[config.mk]
export PLATFORM = sky130hd
export DESIGN_NAME = gpio_port
export DESIGN_NICKNAME = d
export VERILOG_FILES = /design/src/rtl/gpio_port_pkg.sv /design/src/rtl/gpio_sync.sv /design/src/rtl/gpio_sense.sv /design/src/rtl/gpio_regfile.sv /design/src/rtl/gpio_port.sv
export SDC_FILE = /design/constraint.sdc
export NUM_CORES = 1
export LEC_CHECK = 0
export BUFFER_PORTS_ARGS = -buffer_cell sky130_fd_sc_hd__buf_2
export CAP_MARGIN = 0
export CORE_MARGIN = 5
export CORE_UTILIZATION = 50
export DETAILED_ROUTE_END_ITERATION = 7
export GPL_ROUTABILITY_DRIVEN = 0
export PLACE_DENSITY = 0.75
export SYNTH_ARGS = -nofsm -noshare
export SYNTH_HDL_FRONTEND = slang
export SYNTH_HIERARCHICAL = 1
export SYNTH_SLANG_ARGS = --single-unit
export TNS_END_PERCENT = 10
[constraint.sdc]
create_clock -name clk -period 2.8 [get_ports clk]
set_input_delay 0.84 -clock clk [delete_from_list [all_inputs] [get_ports clk]]
set_output_delay 0.84 -clock clk [all_outputs]
set_load 0.01 [all_outputs]
[src/rtl/gpio_port_pkg.sv]
package gpio_port_pkg;
   localparam int REG_IDX_W = 3;
   localparam int BUS_W     = 32;

   typedef enum logic [REG_IDX_W-1:0] {
      RG_OUTV  = 3'd0,
      RG_DIR   = 3'd1,
      RG_LEVEL = 3'd2,
      RG_SNSLO = 3'd3,
      RG_SNSHI = 3'd4,
      RG_ENA   = 3'd5,
      RG_FLAG  = 3'd6,
      RG_BOTH  = 3'd7
   } reg_sel_e;

   typedef enum logic [1:0] {
      SN_LOW  = 2'd0,
      SN_HIGH = 2'd1,
      SN_RISE = 2'd2,
      SN_FALL = 2'd3
   } sense_e;
endpackage

[src/rtl/gpio_sync.sv]
module gpio_sync #(
   parameter int WIDTH  = 32,
   parameter int STAGES = 2
) (
   input  logic             clk,
   input  logic             rst_n,
   input  logic [WIDTH-1:0] d,
   output logic [WIDTH-1:0] q
);
   logic [WIDTH-1:0] chain [STAGES];

   for (genvar k = 0; k < STAGES; k++) begin : g_stage
      if (k == 0) begin : g_first
         always_ff @(posedge clk or negedge rst_n)
            if (!rst_n) chain[k] <= '0;
            else        chain[k] <= d;
      end else begin : g_next
         always_ff @(posedge clk or negedge rst_n)
            if (!rst_n) chain[k] <= '0;
            else        chain[k] <= chain[k-1];
      end
   end

   assign q = chain[STAGES-1];
endmodule

[src/rtl/gpio_sense.sv]
module gpio_sense
   import gpio_port_pkg::*;
(
   input  logic   clk,
   input  logic   rst_n,
   input  logic   lvl,
   input  sense_e code,
   input  logic   both,
   output logic   hit
);
   logic prev_q;
   logic rise, fall;

   always_ff @(posedge clk or negedge rst_n)
      if (!rst_n) prev_q <= 1'b0;
      else        prev_q <= lvl;

   assign rise = lvl & ~prev_q;
   assign fall = ~lvl & prev_q;

   always_comb begin
      if (both) hit = rise | fall;
      else begin
         unique case (code)
            SN_LOW:  hit = ~lvl;
            SN_HIGH: hit = lvl;
            SN_RISE: hit = rise;
            SN_FALL: hit = fall;
            default: hit = 1'b0;
         endcase
      end
   end
endmodule

[src/rtl/gpio_regfile.sv]
module gpio_regfile
   import gpio_port_pkg::*;
#(
   parameter int NPINS = 32,
   localparam int SNS_W = NPINS
) (
   input  logic                 clk,
   input  logic                 rst_n,
   input  logic                 wr,
   input  logic [REG_IDX_W-1:0] idx,
   input  logic [BUS_W-1:0]     wdata,
   input  logic [NPINS-1:0]     lvl,
   input  logic [NPINS-1:0]     evt,
   output logic [NPINS-1:0]     outv_q,
   output logic [NPINS-1:0]     dir_q,
   output logic [SNS_W-1:0]     snslo_q,
   output logic [SNS_W-1:0]     snshi_q,
   output logic [NPINS-1:0]     ena_q,
   output logic [NPINS-1:0]     both_q,
   output logic [NPINS-1:0]     flag_q,
   output logic [BUS_W-1:0]     rdata
);
   reg_sel_e          sel;
   logic [NPINS-1:0]  wpins;
   logic [NPINS-1:0]  clr;

   assign sel   = reg_sel_e'(idx);
   assign wpins = wdata[NPINS-1:0];
   assign clr   = (wr && sel == RG_FLAG) ? wpins : '0;

   always_ff @(posedge clk or negedge rst_n) begin
      if (!rst_n) begin
         outv_q  <= '0;
         dir_q   <= '0;
         snslo_q <= '0;
         snshi_q <= '0;
         ena_q   <= '0;
         both_q  <= '0;
      end else if (wr) begin
         unique case (sel)
            RG_OUTV:  outv_q  <= wpins;
            RG_DIR:   dir_q   <= wpins;
            RG_SNSLO: snslo_q <= wdata[SNS_W-1:0];
            RG_SNSHI: snshi_q <= wdata[SNS_W-1:0];
            RG_ENA:   ena_q   <= wpins;
            RG_BOTH:  both_q  <= wpins;
            default:  ;
         endcase
      end
   end

   // detection outranks a clear of the same bit
   always_ff @(posedge clk or negedge rst_n)
      if (!rst_n) flag_q <= '0;
      else        flag_q <= (flag_q & ~clr) | evt;

   always_comb begin
      unique case (sel)
         RG_OUTV:  rdata = BUS_W'(outv_q);
         RG_DIR:   rdata = BUS_W'(dir_q);
         RG_LEVEL: rdata = BUS_W'(lvl);
         RG_SNSLO: rdata = BUS_W'(snslo_q);
         RG_SNSHI: rdata = BUS_W'(snshi_q);
         RG_ENA:   rdata = BUS_W'(ena_q);
         RG_FLAG:  rdata = BUS_W'(flag_q);
         RG_BOTH:  rdata = BUS_W'(both_q);
         default:  rdata = '0;
      endcase
   end
endmodule

[src/rtl/gpio_port.sv]
module gpio_port
   import gpio_port_pkg::*;
#(
   parameter int NPINS       = 32,
   parameter int SYNC_STAGES = 2,
   localparam int HALF       = NPINS / 2
) (
   input  logic                 clk,
   input  logic                 rst_n,
   input  logic                 reg_wr,
   input  logic [REG_IDX_W-1:0] reg_addr,
   input  logic [BUS_W-1:0]     reg_wdata,
   output logic [BUS_W-1:0]     reg_rdata,
   input  logic [NPINS-1:0]     pad_in,
   output logic [NPINS-1:0]     pad_out,
   output logic [NPINS-1:0]     pad_oe,
   output logic                 irq_lo,
   output logic                 irq_hi
);
   if (NPINS < 2 || NPINS > BUS_W || (NPINS % 2) != 0) begin : g_bad_npins
      $error("gpio_port: NPINS must be even and within 2..32");
   end
   if (SYNC_STAGES < 2) begin : g_bad_sync
      $error("gpio_port: SYNC_STAGES must be at least 2");
   end

   logic [NPINS-1:0] lvl_s;
   logic [NPINS-1:0] evt_v;
   logic [NPINS-1:0] outv_q, dir_q, ena_q, both_q, stat_q;
   logic [NPINS-1:0] snslo_q, snshi_q;
   logic [NPINS-1:0] live;

   gpio_sync #(.WIDTH(NPINS), .STAGES(SYNC_STAGES)) u_sync (
      .clk(clk), .rst_n(rst_n), .d(pad_in), .q(lvl_s)
   );

   gpio_regfile #(.NPINS(NPINS)) u_regs (
      .clk(clk), .rst_n(rst_n), .wr(reg_wr), .idx(reg_addr),
      .wdata(reg_wdata), .lvl(lvl_s), .evt(evt_v),
      .outv_q(outv_q), .dir_q(dir_q), .snslo_q(snslo_q), .snshi_q(snshi_q),
      .ena_q(ena_q), .both_q(both_q), .flag_q(stat_q), .rdata(reg_rdata)
   );

   for (genvar i = 0; i < NPINS; i++) begin : g_pin
      sense_e code;
      if (i < HALF) begin : g_lo
         assign code = sense_e'(snslo_q[2*i +: 2]);
      end else begin : g_hi
         assign code = sense_e'(snshi_q[2*(i-HALF) +: 2]);
      end
      gpio_sense u_sense (
         .clk(clk), .rst_n(rst_n), .lvl(lvl_s[i]), .code(code),
         .both(both_q[i]), .hit(evt_v[i])
      );
   end

   assign live    = stat_q & ena_q;
   assign irq_lo  = |live[HALF-1:0];
   assign irq_hi  = |live[NPINS-1:HALF];
   assign pad_out = outv_q;
   assign pad_oe  = dir_q;
endmodule

; Yosys cells after proc, flatten, opt, wreduce, memory -nomap -nowiden
; Cells that the tools add are included.
[word_totals]
reg_bits = 320
in_bits = 70
output_inout_bits = 98
wordCells = 416
[op_classes]
n_eq_ne = 103
n_mux = 66
n_bitwise = 164
n_reduce_logical = 42
[op_table]
columns = op, count
row1 = $pmux W32 S8, 1
row2 = $eq A2 B2 Y1 const B, 64
row3 = $pmux W1 S4, 32
row4 = $and A1 B1 Y1, 64
row5 = $and A32 B32 Y32, 2
row6 = $eq A2 B1 Y1 const B, 32
row7 = $logic_not A2 Y1, 32
row8 = $not A1 Y1, 64
row9 = $mux W1, 32
row10 = $mux W32, 1
row11 = $not A32 Y32, 1
row12 = $or A1 B1 Y1, 32
row13 = $or A32 B32 Y32, 1
row14 = $reduce_or A16 Y1, 2
row15 = $eq A3 B3 Y1 const B, 4
row16 = $reduce_and A2 Y1, 6
row17 = $eq A3 B2 Y1 const B, 2
row18 = $eq A3 B1 Y1 const B, 1
row19 = $logic_not A3 Y1, 1
row20 = $logic_and A1 B1 Y1, 1

; Longest topological paths before layout
[logic_depth]
word_depth = 6
ltp_mapped = 7
depth_no_buf = 6

; Cells and area by module
; Netlist, hierarchy kept.
[modules_own_cells]
columns = module, instances, cells_each, area_per_inst_um2, seq_area_each_um2
row1 = gpio_regfile, 1, 790, 10577.6, 5605.4
row2 = gpio_sense, 32, 11, 102.6, 25.0
row3 = gpio_sync, 1, 96, 1841.8, 1601.5
row4 = gpio_port, 1, 18, 202.7, 0.0

; Least setup slack after synthesis
; OpenSTA, ideal clock, no wires.
[synth_path]
kind = input to output
start = in reg_addr[0]
end = out reg_rdata[0]
arrival_ns = 1.893
required_time_ns = 1.960
slack_ns = 0.067
stages = 5
path_buffers = 3
path_cell_list = buf_4 > or3_1 > clkbuf_1 > clkbuf_1 > o22a_1
[synth_via]
elab_chain_len = 2
word_cells_on_any_way = 9
classes_between = eq/ne (7) / mux (1) / reduce/logical (1)
[synth_rtl]
columns = item, line
row1 = start: declaration, gpio_port.sv:11  ; input logic [REG_IDX_W-1:0] reg_addr,
row2 = $eq A3 B3 Y1 (tied with other cells), gpio_regfile.sv:58  ; unique case (sel)
row3 = $pmux W32 S8 (*), gpio_regfile.sv:58
row4 = end: declaration, gpio_port.sv:13  ; output logic [BUS_W-1:0] reg_rdata,
; Mark *: on every way between the ends. The rest lies on a longest branch, timed or not.

; Worst setup path in the final report
[layout_path]
start = in reg_addr[2]
end = out reg_rdata[22]
; Same word-level chain as after synthesis.

==> key figures <==
Outcome
  • Run status: finished, violations left
  • Failing checks: negative setup slack

Power and ir drop
  • Cell area power density: ~710 nW/um^2
  • Max VDD drop: 499 uV
  • Total power: 13.3 mW
  • Static leakage: 8.81 nW

Synth
  • Largest family of logic cells by synthesized area: multiplexers
  • Synth top area cells: dfrtp_1 50%, mux2_1 14%, mux2i_1 5.5%
  • Compound-Gate Fraction of Synth Area: 11.2%
  • Ys Warns: 6
  • Mapped Nets: 1,390
  • Mux share of post-synthesis cell area: 22.3%
  • Synthesized area: 15,900 sq um
  • Share of the synthesized area in the top cell type: 50.3%
  • Post-Synth XOR/XNOR Area: roughly 1.8%
  • Post-synthesis adder-cell area fraction: about 5.0%
  • Yosys reg bits: between 300 and 400
  • Most numerous cell in the Yosys netlist: dfrtp_1
  • Seq/Total Area, Yosys: roughly half
  • Post-synthesis async set-or-reset flop share: 100%
  • Post-synth EDFFs: 0
  • Synth Flop Type: dfrtp_1
  • Average instance area after synthesis: 12.7 sq um
  • Post-synth cell types: 39
  • Top post-synthesis cells by count: 320 x dfrtp_1, 194 x mux2_1, 120 x inv_1
  • Area leader, netlist: dfrtp_1
  • Simple-Gate Fraction of Synth Area: around 2.8%
  • Cells after Synth: between 1,000 and 1,500

Floorplanning
  • Die H: 188 um
  • Row Count: 65
  • Die Area: 35,500 sq um
  • Die Wd: 188 um
  • Core Region: 31,500 sq um
  • Num ports: 168
  • Initial Util: 50.5%

STA
  • Setup TNS Final: -5.51 ns
  • Final Cycle Share: 107%
  • Final Hold Viols: 0
  • Fin Hold WS: 0.245 ns
  • Final setup margin: -0.206 ns
  • Rel. slew slack: approximately 72%
  • Max Slew Vio Count: 0
  • Worst slew pin tran: 0.426 ns
  • Clk_skew: 0.0175 ns
  • Fin crit period: 3.01 ns
  • RSZ-0062 raised after global routing: yes
  • Fmax: 333 MHz
  • Final number of setup-violating endpoints: 32

Flow run
  • Maxcap violations: 0

Layout
  • Area Overhead vs Synth: 17.2%
  • Inserted Diodes: 0
  • Share of cells above drive strength 1: 25.8%
  • Layout fillers: 2,470
  • Nets: between 1,500 and 2,000

GRT
  • Grt ovf: 0
  • Pin count of the biggest net entering global routing: 79
  • Vias in the first global route: 11,300
  • Antenna violations before repair: 1
  • Total GRT Usage: 23.8%
  • First-pass GRT wire length: 66,300 um

Clock tree
  • Total number of H-tree levels: 2
  • CTS Buffer Depth: 3
  • CTS tree: done
  • Clock Sinks: between 300 and 400
  • Clock insertion delay at the later pin of the skew report: 0.51 ns
  • Hold buffers post-CTS: 0
  • TritonCTS buffer count: 36
  • CTS root buf: clkbuf_16
  • Clock transition at path regs: 0.06 ns

Setup path
  • Path type of the worst setup path: input port to output port
  • R2R setup slack: around 1.3 ns
  • Worst path max stage delay: 0.32 ns
  • Most used cell, CP: buf_12
  • Worst Setup SP: reg_addr[2]
  • Crit path DAT: 2.17 ns
  • Critical Path RT: just under 2 ns
  • RR Startpoint: u_sync/q[9]
  • Crit end category: output port
  • CP endpoint: reg_rdata[22]
  • Startpoint class of the critical path: input port
  • CP cell instances: buf_6, buf_12, buf_12, buf_12, mux2_2, o211ai_1, a31oi_4, buf_2
  • Worst r2r dst: u_regs/flag_q[9]
  • Critical-path maximum fanout: 6
  • Worst reg-to-reg path cell count: 6
  • Slowest-stage cell, CP: mux2_2

Routing
  • First-pass detailed-route iteration total: 5
  • WL final: 42,500 um
  • Vias per cell: 5.83
  • DRC: 0
  • DR iter-0 viols: 778
  • Wire per inst: around 23 um
  • Post-route ant nets: 0
  • Vias: 10,800

Placement
  • Placed wire-length estimate: 29,500 um
  • PortBufs: 167

Min path
  • Hold Crit Class: input port to asynchronous set/reset pin
area by class of cell:
class | instances | area, sq um | share of cell area (%)
Clock buffer | 49 | 1020 | 5.48
Clock inverter | 9 | 78.8 | 0.423
Inverter | 120 | 450 | 2.42
Multi-Input combinational cell | 725 | 6990 | 37.5
Sequential cell | 320 | 8010 | 43.0
Tap cell | 402 | 503 | 2.70
Timing Repair Buffer | 222 | 1590 | 8.54
flip-flops by register name, indices dropped and copies added (netlist names):
register	flops
u_regs/snshi_q	32
u_sync/q	32
u_regs/ena_q	32
g_pin.u_sense/prev_q	32
u_regs/flag_q	32
u_regs/snslo_q	32
u_regs/outv_q	32
u_regs/dir_q	32
u_sync/chain	32
u_regs/both_q	32
how the worst min path moves through the flow:
stage | start | to | slack [ns]
2_1_floorplan | u_sync/chain[32] | u_sync/q[0] | 0.33
3_3_place_gp | u_sync/chain[58] | u_sync/q[26] | 0.33
3_5_place_dp | u_sync/chain[45] | u_sync/q[13] | 0.33
4_1_cts | rst_n | u_regs/dir_q[18] | 0.25
5_1_grt | rst_n | u_regs/dir_q[18] | 0.27
6_report | rst_n | u_regs/dir_q[18] | 0.25
stage by stage:
step           cells  util [%]  setup WS (ns)  instance area [sq um]
2_1_floorplan   1256         -         0.0674                  15900
3_3_place_gp    1781      54.7         -0.529                  17200
3_5_place_dp    1781      54.7         -0.602                  17200
4_1_cts         1847      59.0         -0.197                  18600
5_1_grt         1847      59.2         -0.241                  18600
6_report        1847      59.2         -0.206                  18600
worst max-delay path, delay by kind of cell:
family	cells	cell delay [ns]
compound gates	2	0.39
buf+inv	5	0.60
mux	1	0.32
power by group:
group          switching (mW)  internal, mW  leakage, nW
Sequential              0.867          5.34         3.71
Clock                    1.83          2.63        0.539
Combinational            1.26          1.38         4.56
Total                    3.96          9.35         8.81
metal layers:
metal / vias to the layer above / GRT usage [%] / share of wire, %
met5: - / 0 / 0.028
met4: 2 / 10.8 / 4.8
met3: 114 / 3.83 / 5.6
met2: 372 / 38.1 / 47
met1: 5537 / 32.0 / 43
li1: 4739 / - / -
placed cells by master, fill, tap and decap left out, types with 3 or more instances in the layout:
cell	count
ha_1	64
buf_8	3
buf_16	3
nand4_1	3
buf_4	28
a221oi_1	23
o22a_1	27
mux2_4	32
buf_2	165
a22oi_2	32
a221oi_2	9
buf_12	17
nor2_2	3
a21oi_1	33
a31oi_1	3
a21bo_2	4
a21o_1	32
nand2_1	72
a211oi_1	4
nor3b_1	7
o211ai_1	4
buf_6	5
nor2_4	3
clkinv_2	5
xnor2_1	32
a22o_1	8
o22ai_1	23
a211o_1	4
clkbuf_16	37
clkbuf_8	5
mux2i_1	85
o22ai_2	5
dfrtp_1	320
mux2_1	194
inv_1	120
clkbuf_1	7
timing repair:
item                       4_1_cts  5_1_grt
gates resized for setup         27       14
setup buffers                    5        0
cloned                           3        0
pin swaps                        7        5
hold endpoints to repair         0        0
setup endpoints to repair       32       32
cell families after synthesis:
kind of cell	after synthesis
xor gates and xnor gates	32
AOI/OAI and AO/OA	213
adders and majority gates	64
buffers and inverters	211
muxes	315
and+or+nand+nor	101
DFF	320
Note: power is estimated with default switching activity, not from simulation.
